===== config.mk =====
export PLATFORM = sky130hd
export DESIGN_NAME = operand_seq
export DESIGN_NICKNAME = d
export VERILOG_FILES = /design/src/rtl/opseq_pkg.sv /design/src/rtl/opseq_flag.sv /design/src/rtl/opseq_ctr_rule.sv /design/src/rtl/opseq_gather.sv /design/src/rtl/operand_seq.sv
export SDC_FILE = /design/constraint.sdc
export NUM_CORES = 1
export LEC_CHECK = 0
export BUFFER_PORTS_ARGS = -buffer_cell sky130_fd_sc_hd__clkbuf_2
export CELL_PAD_IN_SITES_DETAIL_PLACEMENT = 1
export CELL_PAD_IN_SITES_GLOBAL_PLACEMENT = 2
export CORE_MARGIN = 2
export CORE_UTILIZATION = 29
export CTS_CLUSTER_SIZE = 30
export DETAILED_ROUTE_END_ITERATION = 6
export MAX_ROUTING_LAYER = met4
export PLACE_DENSITY = 0.94
export SYNTH_ARGS = -nofsm -noshare
export SYNTH_HDL_FRONTEND = slang
export SYNTH_SLANG_ARGS = --single-unit

===== constraint.sdc =====
create_clock -name clk_i -period 4.6 [get_ports clk_i]
set_input_delay 0.69 -clock clk_i [delete_from_list [all_inputs] [get_ports clk_i]]
set_output_delay 0.69 -clock clk_i [all_outputs]
set_load 0.1 [all_outputs]

===== src/rtl/opseq_pkg.sv =====
package opseq_pkg;
  typedef enum logic [2:0] {
    ST_IDLE,
    ST_PTR,
    ST_ACC1,
    ST_ACC2,
    ST_DONE
  } opseq_st_e;
endpackage


===== src/rtl/opseq_flag.sv =====
module opseq_flag (
  input  logic clk_i,
  input  logic rst_ni,
  input  logic set_i,
  input  logic take_i,
  output logic flag_o
);
  always_ff @(posedge clk_i or negedge rst_ni) begin
    if (!rst_ni)     flag_o <= 1'b0;
    else if (take_i) flag_o <= 1'b0;
    else if (set_i)  flag_o <= 1'b1;
  end

  AST_FLAG_CLEARED: assert property (@(posedge clk_i) disable iff (!rst_ni)
    take_i |=> !flag_o);
endmodule


===== src/rtl/opseq_ctr_rule.sv =====
module opseq_ctr_rule #(
  parameter int DW     = 16,
  parameter int MODE_W = 3
) (
  input  logic [MODE_W-1:0] mode_i,
  input  logic              wr_i,
  input  logic              dbl_i,
  input  logic [DW-1:0]     base_i,
  input  logic [DW-1:0]     cur_i,
  output logic [DW-1:0]     first_addr_o,
  output logic [DW-1:0]     next_addr_o,
  output logic              upd_en_o,
  output logic [DW-1:0]     upd_val_o
);
  localparam int NCTR  = 1 << MODE_W;
  localparam int IMM   = NCTR - 1;
  localparam int STK   = NCTR - 2;
  localparam int INC_B = NCTR - 3;
  localparam int INC_A = NCTR - 4;

  logic          autoinc, pop, push, direct;
  logic [DW-1:0] step;

  always_comb begin
    direct  = (mode_i == MODE_W'(0));
    autoinc = (mode_i == MODE_W'(INC_A)) || (mode_i == MODE_W'(INC_B)) ||
              (mode_i == MODE_W'(IMM));
    pop     = (mode_i == MODE_W'(STK)) && !wr_i;
    push    = (mode_i == MODE_W'(STK)) && wr_i;
    step    = dbl_i ? DW'(2) : DW'(1);

    first_addr_o = pop ? base_i - DW'(1) : base_i;

    if (autoinc || push) next_addr_o = cur_i + DW'(1);
    else if (pop)        next_addr_o = cur_i - DW'(1);
    else                 next_addr_o = cur_i;

    upd_en_o  = direct || autoinc || pop || push;
    upd_val_o = pop ? base_i - step : base_i + step;
  end
endmodule


===== src/rtl/opseq_gather.sv =====
module opseq_gather #(
  parameter int DW = 16
) (
  input  logic          clk_i,
  input  logic          rst_ni,
  input  logic          lo_en_i,
  input  logic          hi_en_i,
  input  logic [DW-1:0] rdata_i,
  output logic [DW-1:0] word_o
);
  localparam int BW = DW / 2;

  always_ff @(posedge clk_i or negedge rst_ni) begin
    if (!rst_ni)      word_o <= '0;
    else if (lo_en_i) word_o <= rdata_i;
    else if (hi_en_i) word_o <= {rdata_i[BW-1:0], word_o[BW-1:0]};
  end
endmodule


===== src/rtl/operand_seq.sv =====
module operand_seq
  import opseq_pkg::*;
#(
  parameter int DW     = 16,
  parameter int MODE_W = 3
) (
  input  logic                    clk_i,
  input  logic                    rst_ni,
  input  logic                    dbl_set_i,
  input  logic                    start_i,
  input  logic [MODE_W-1:0]       mode_i,
  input  logic                    wr_i,
  input  logic [DW-1:0]           wdata_i,
  input  logic [(DW<<MODE_W)-1:0] ctrs_i,
  output logic                    mem_req_o,
  output logic                    mem_we_o,
  output logic [DW-1:0]           mem_addr_o,
  output logic [DW-1:0]           mem_wdata_o,
  input  logic                    mem_ack_i,
  input  logic [DW-1:0]           mem_rdata_i,
  output logic                    done_o,
  output logic [DW-1:0]           rdata_o,
  output logic                    upd_en_o,
  output logic [MODE_W-1:0]       upd_idx_o,
  output logic [DW-1:0]           upd_val_o
);
  localparam int NCTR = 1 << MODE_W;
  localparam int BW   = DW / 2;
  localparam logic [MODE_W-1:0] PC_IDX = MODE_W'(NCTR - 1);

  opseq_st_e         st_q;
  logic [MODE_W-1:0] mode_q;
  logic              wr_q, dbl_q;
  logic [DW-1:0]     wdata_q, base_q, addr_q;
  logic              flag, accept, ack_acc1, ack_acc2;
  logic [MODE_W-1:0] sel;
  logic [DW-1:0]     base_sel, first_addr, next_addr;
  logic              upd_en;

  assign accept   = start_i && (st_q == ST_IDLE);
  assign sel      = (mode_i == MODE_W'(0)) ? PC_IDX : mode_i;
  assign base_sel = ctrs_i[sel*DW +: DW];
  assign ack_acc1 = (st_q == ST_ACC1) && mem_ack_i;
  assign ack_acc2 = (st_q == ST_ACC2) && mem_ack_i;

  opseq_flag u_flag (
    .clk_i  (clk_i),
    .rst_ni (rst_ni),
    .set_i  (dbl_set_i),
    .take_i (accept),
    .flag_o (flag)
  );

  opseq_ctr_rule #(.DW(DW), .MODE_W(MODE_W)) u_rule (
    .mode_i       (st_q == ST_IDLE ? mode_i : mode_q),
    .wr_i         (st_q == ST_IDLE ? wr_i : wr_q),
    .dbl_i        (dbl_q),
    .base_i       (st_q == ST_IDLE ? base_sel : base_q),
    .cur_i        (addr_q),
    .first_addr_o (first_addr),
    .next_addr_o  (next_addr),
    .upd_en_o     (upd_en),
    .upd_val_o    (upd_val_o)
  );

  opseq_gather #(.DW(DW)) u_gather (
    .clk_i   (clk_i),
    .rst_ni  (rst_ni),
    .lo_en_i (ack_acc1),
    .hi_en_i (ack_acc2),
    .rdata_i (mem_rdata_i),
    .word_o  (rdata_o)
  );

  always_ff @(posedge clk_i or negedge rst_ni) begin
    if (!rst_ni) begin
      st_q    <= ST_IDLE;
      mode_q  <= '0;
      wr_q    <= 1'b0;
      dbl_q   <= 1'b0;
      wdata_q <= '0;
      base_q  <= '0;
      addr_q  <= '0;
    end else begin
      unique case (st_q)
        ST_IDLE: if (accept) begin
          mode_q  <= mode_i;
          wr_q    <= wr_i;
          wdata_q <= wdata_i;
          base_q  <= base_sel;
          // prefix has no meaning for direct mode
          dbl_q   <= flag && (mode_i != MODE_W'(0));
          addr_q  <= (mode_i == MODE_W'(0)) ? base_sel : first_addr;
          st_q    <= (mode_i == MODE_W'(0)) ? ST_PTR : ST_ACC1;
        end
        ST_PTR: if (mem_ack_i) begin
          addr_q <= mem_rdata_i;
          st_q   <= ST_ACC1;
        end
        ST_ACC1: if (mem_ack_i) begin
          if (dbl_q) begin
            addr_q <= next_addr;
            st_q   <= ST_ACC2;
          end else begin
            st_q <= ST_DONE;
          end
        end
        ST_ACC2: if (mem_ack_i) st_q <= ST_DONE;
        ST_DONE: st_q <= ST_IDLE;
        default: st_q <= ST_IDLE;
      endcase
    end
  end

  assign mem_req_o  = (st_q == ST_PTR) || (st_q == ST_ACC1) || (st_q == ST_ACC2);
  assign mem_we_o   = wr_q && ((st_q == ST_ACC1) || (st_q == ST_ACC2));
  assign mem_addr_o = addr_q;

  always_comb begin
    if (!mem_we_o)            mem_wdata_o = '0;
    else if (st_q == ST_ACC2) mem_wdata_o = {{BW{1'b0}}, wdata_q[DW-1:BW]};
    else if (dbl_q)           mem_wdata_o = {{BW{1'b0}}, wdata_q[BW-1:0]};
    else                      mem_wdata_o = wdata_q;
  end

  assign done_o    = (st_q == ST_DONE);
  assign upd_en_o  = done_o && upd_en;
  assign upd_idx_o = (mode_q == MODE_W'(0)) ? PC_IDX : mode_q;

  AST_REQ_HELD: assert property (@(posedge clk_i) disable iff (!rst_ni)
    (mem_req_o && !mem_ack_i) |=> (mem_req_o && $stable(mem_addr_o) &&
                                   $stable(mem_we_o) && $stable(mem_wdata_o)));
  AST_DONE_PULSE: assert property (@(posedge clk_i) disable iff (!rst_ni)
    done_o |=> !done_o);
  AST_DONE_AFTER_ACK: assert property (@(posedge clk_i) disable iff (!rst_ni)
    $rose(done_o) |-> $past(mem_ack_i && mem_req_o));
  AST_BYTE_WR_UPPER: assert property (@(posedge clk_i) disable iff (!rst_ni)
    (mem_we_o && dbl_q) |-> (mem_wdata_o[DW-1:BW] == '0));
  AST_BUSY_NO_RESTART: assert property (@(posedge clk_i) disable iff (!rst_ni)
    (mem_req_o && !mem_ack_i) |=> $stable(mode_q));
endmodule


==> reports/summary.json <==
{
  "globalRouteOverflowTotal": 0,
  "firstDrtPassIters": 5,
  "cp-start-kind": "primary input",
  "critical_path_peak_fanout": 5,
  "max_cap_violations": 0,
  "netlist_top_cells_area": "sky130_fd_sc_hd__dfrtp_1, sky130_fd_sc_hd__mux2_2, sky130_fd_sc_hd__mux2i_1",
  "postSynthNetCount": 929,
  "worst_setup_margin_ps": -94.8,
  "synth-main-ff-cell": "sky130_fd_sc_hd__dfrtp_1",
  "postLayoutCoreUtil_pct": 44.4,
  "cts.root.buffer_cell": "sky130_fd_sc_hd__clkbuf_16",
  "clk_transition_reported_paths_ps": 60,
  "hpwlAfterDp_mm": 21.5,
  "post_synth.cell_area_avg_um2": 8.69,
  "cts_sinks": 73,
  "std_cell_rows": 54,
  "postSynthCellCount": 739,
  "synthArstFlopShare_pct": 100,
  "drt-vias-per-instance": 5.50,
  "cts_tree": "built",
  "fp.coreArea_um2": 21800,
  "routabilityCongestion": 0.904,
  "num_io_pins": 240,
  "grt_max_degree": 74,
  "postSynthRegisterBits": 73,
  "finClkSkew_ps": 5.09,
  "final_number_of_max_transition_violations": 0,
  "die_width_um": 153,
  "die-height_um": 153,
  "area.growth.synth_to_final_pct": 50.4,
  "synth.distinct_cells": 78,
  "worst_slew_margin_rel_pct": 18.8,
  "synthesis.yosys.warnings": 0,
  "failed_checks": "negative setup slack",
  "start_util_pct": 29.5,
  "setup_viol_count_final": 2,
  "hold_path.class": "flop to flop",
  "vias_in_the_first_global_route": 7757,
  "worst_path_class_setup": "primary input to output port",
  "arrival_ps": 4000,
  "synth_largest_area_cell": "sky130_fd_sc_hd__dfrtp_1",
  "place.port_buffers": 223,
  "status": "complete, but fails checks",
  "routedWlPerCell_um": 21.7,
  "drt_first_iter_violations": 521,
  "grt_pass1_wl_mm": 43.0,
  "antenna_found_initial": 0,
  "worstRegToRegCells": 15,
  "synth_seq_area_share_pct": 28.4,
  "n_antenna_cell": 0,
  "synth-edff-count": 0,
  "rsz0062_at_grt": "yes",
  "cts_buffer_depth": 2,
  "layout_worst_path_cycle_share_pct": 102,
  "worst_slew_pin_slew_ps": 1210,
  "post-synth-top-area-fraction_pct": 28.4,
  "critPathRequiredTime_ps": 3910,
  "setup.worst_path.end_class": "output port",
  "cts_htree_levels": 3,
  "clock_insertion_delay_worst_skew_ps": 340,
  "cts_hold_buf": 0,
  "drt-total-wl_mm": 28.9,
  "detail_route.drc_violations": 0,
  "fillers": 2590,
  "post_route_cells_drive_above_1_share_pct": 45.9,
  "grt_use_total_pct": 23.9,
  "min_period_ps": 4690,
  "die_area_um2": 23300,
  "number_of_cts_inserted_buffers": 9,
  "timing.fmax_mhz": 213,
  "dr_total_vias": 7329,
  "design.final.nets": 1238,
  "mappedNetlistArea_um2": 6420,
  "hold_viol_final": 0,
  "detail-route-antenna-nets": 0,
  "holdPathStages": 2
}
-- placed cells by master (no fill, tap or decap), types with 9 or more instances in the layout --
master,netlist,final
sky130_fd_sc_hd__mux2_2,49,49
sky130_fd_sc_hd__inv_1,24,22
sky130_fd_sc_hd__nor2_1,59,55
sky130_fd_sc_hd__o22ai_1,12,12
sky130_fd_sc_hd__o221ai_1,11,11
sky130_fd_sc_hd__a21oi_2,3,11
sky130_fd_sc_hd__xor2_1,13,11
sky130_fd_sc_hd__a21oi_1,57,46
sky130_fd_sc_hd__mux2i_1,36,33
sky130_fd_sc_hd__clkbuf_16,0,10
sky130_fd_sc_hd__buf_4,4,110
sky130_fd_sc_hd__xnor2_1,26,19
sky130_fd_sc_hd__o22a_1,11,11
sky130_fd_sc_hd__dfrtp_1,73,73
sky130_fd_sc_hd__nand2_1,59,56
sky130_fd_sc_hd__clkbuf_2,0,203
sky130_fd_sc_hd__and2_1,14,14
sky130_fd_sc_hd__a21o_1,9,9
sky130_fd_sc_hd__nand2b_1,18,15
sky130_fd_sc_hd__o21ai_0,42,39
sky130_fd_sc_hd__buf_12,0,19
sky130_fd_sc_hd__nor3_1,19,17
sky130_fd_sc_hd__ha_1,20,16
-- cells by family after synthesis --
logic type                 count (synthesis)  share of synthesized area [%]
DFF                                       73                           28.4
xor gates and xnor gates                  39                           5.32
muxes                                     86                           14.4
adders and majority gates                 21                           4.21
and+or+nand+nor                          221                           17.6
buffers and inverters                     70                           5.05
AOI/OAI and AO/OA                        229                           25.0
-- through the flow --
stage	hold WS (ps)	instances	TNS (ps)	area (um2)	setup slack (ps)
2_1_floorplan	394	739	-752	6560	-332
3_3_place_gp	464	1295	-565	8800	-220
3_5_place_dp	471	1295	-1040	8800	-308
4_1_cts	487	1312	-10.1	9240	-8.99
5_1_grt	524	1332	-643	9660	-194
6_report	482	1332	-187	9660	-94.8
-- worst max-delay path, stage by stage --
cell	delay (ps)
sky130_fd_sc_hd__buf_8	110
sky130_fd_sc_hd__or3_4	410
sky130_fd_sc_hd__a21oi_4	240
sky130_fd_sc_hd__o311ai_4	130
sky130_fd_sc_hd__nand2_2	140
sky130_fd_sc_hd__ha_4	150
sky130_fd_sc_hd__inv_4	30
sky130_fd_sc_hd__fa_2	370
sky130_fd_sc_hd__a21o_1	200
sky130_fd_sc_hd__a21oi_2	170
sky130_fd_sc_hd__o21bai_1	100
sky130_fd_sc_hd__a21oi_2	150
sky130_fd_sc_hd__o21bai_1	100
sky130_fd_sc_hd__a41o_2	270
sky130_fd_sc_hd__o41ai_4	350
sky130_fd_sc_hd__xnor2_4	180
sky130_fd_sc_hd__buf_12	190
-- state kept, by name, indices dropped and copies added, names as in the netlist --
name	cells
u_gather.word_o	16
mem_addr_o	16
base_q	16
u_flag.flag_o	1
st_q	3
dbl_q	1
wr_q	1
wdata_q	16
mode_q	3
-- final timing paths --
check                                    start             endpoint  slack (ps)
min reg2reg                u_gather.word_o[11]  u_gather.word_o[11]         480
max reg2reg                            st_q[0]       mem_addr_o[15]         880
min in group asynchronous               rst_ni   u_gather.word_o[4]         510
max                                  mode_i[2]        upd_val_o[12]         -90
max in group asynchronous               rst_ni            mode_q[2]        3450
min                        u_gather.word_o[11]  u_gather.word_o[11]         480
-- layout make-up --
class                           instances  area (um2)  area share [%]
Clock buffer                           13         260            2.70
Clock inverter                          2        37.5           0.389
Timing Repair Buffer                  342        2360            24.4
Tap cell                              280         350            3.63
Multi-Input combinational cell        596        4730            48.9
Sequential cell                        73        1830            18.9
Inverter                               26         100            1.04
-- cell usage after synthesis (9+ instances only) --
| cell | instances |
|---|---|
| sky130_fd_sc_hd__clkbuf_1 | 22 |
| sky130_fd_sc_hd__xor2_1 | 13 |
| sky130_fd_sc_hd__nand2b_1 | 18 |
| sky130_fd_sc_hd__o221ai_1 | 11 |
| sky130_fd_sc_hd__mux2_2 | 49 |
| sky130_fd_sc_hd__nand2_1 | 59 |
| sky130_fd_sc_hd__a21o_1 | 9 |
| sky130_fd_sc_hd__o22a_1 | 11 |
| sky130_fd_sc_hd__a21oi_1 | 57 |
| sky130_fd_sc_hd__and2_1 | 14 |
| sky130_fd_sc_hd__xnor2_1 | 26 |
| sky130_fd_sc_hd__a2bb2oi_1 | 10 |
| sky130_fd_sc_hd__o22ai_1 | 12 |
| sky130_fd_sc_hd__inv_1 | 24 |
| sky130_fd_sc_hd__o21ai_0 | 42 |
| sky130_fd_sc_hd__nor3_1 | 19 |
| sky130_fd_sc_hd__buf_2 | 13 |
| sky130_fd_sc_hd__mux2i_1 | 36 |
| sky130_fd_sc_hd__nor2_1 | 59 |
| sky130_fd_sc_hd__dfrtp_1 | 73 |
| sky130_fd_sc_hd__ha_1 | 20 |
-- per-layer routing --
metal	global-route usage, %	up-vias	wire length (um)
met4	8.07	0	881
met3	3.13	62	1390
met1	28.6	3661	11700
met5	-	-	0
li1	-	3366	-
met2	41.4	240	14900
-- repair_timing --
item,CTS,global route
endpoints found under the setup margin,7,7
buffers inserted,2,19
resized for setup,23,56
gates cloned,0,1
pin swaps,6,20
Power is left out: the tool's default activity adds up to more than one toggle a clock period on the data nets, which glitch-free logic cannot reach.
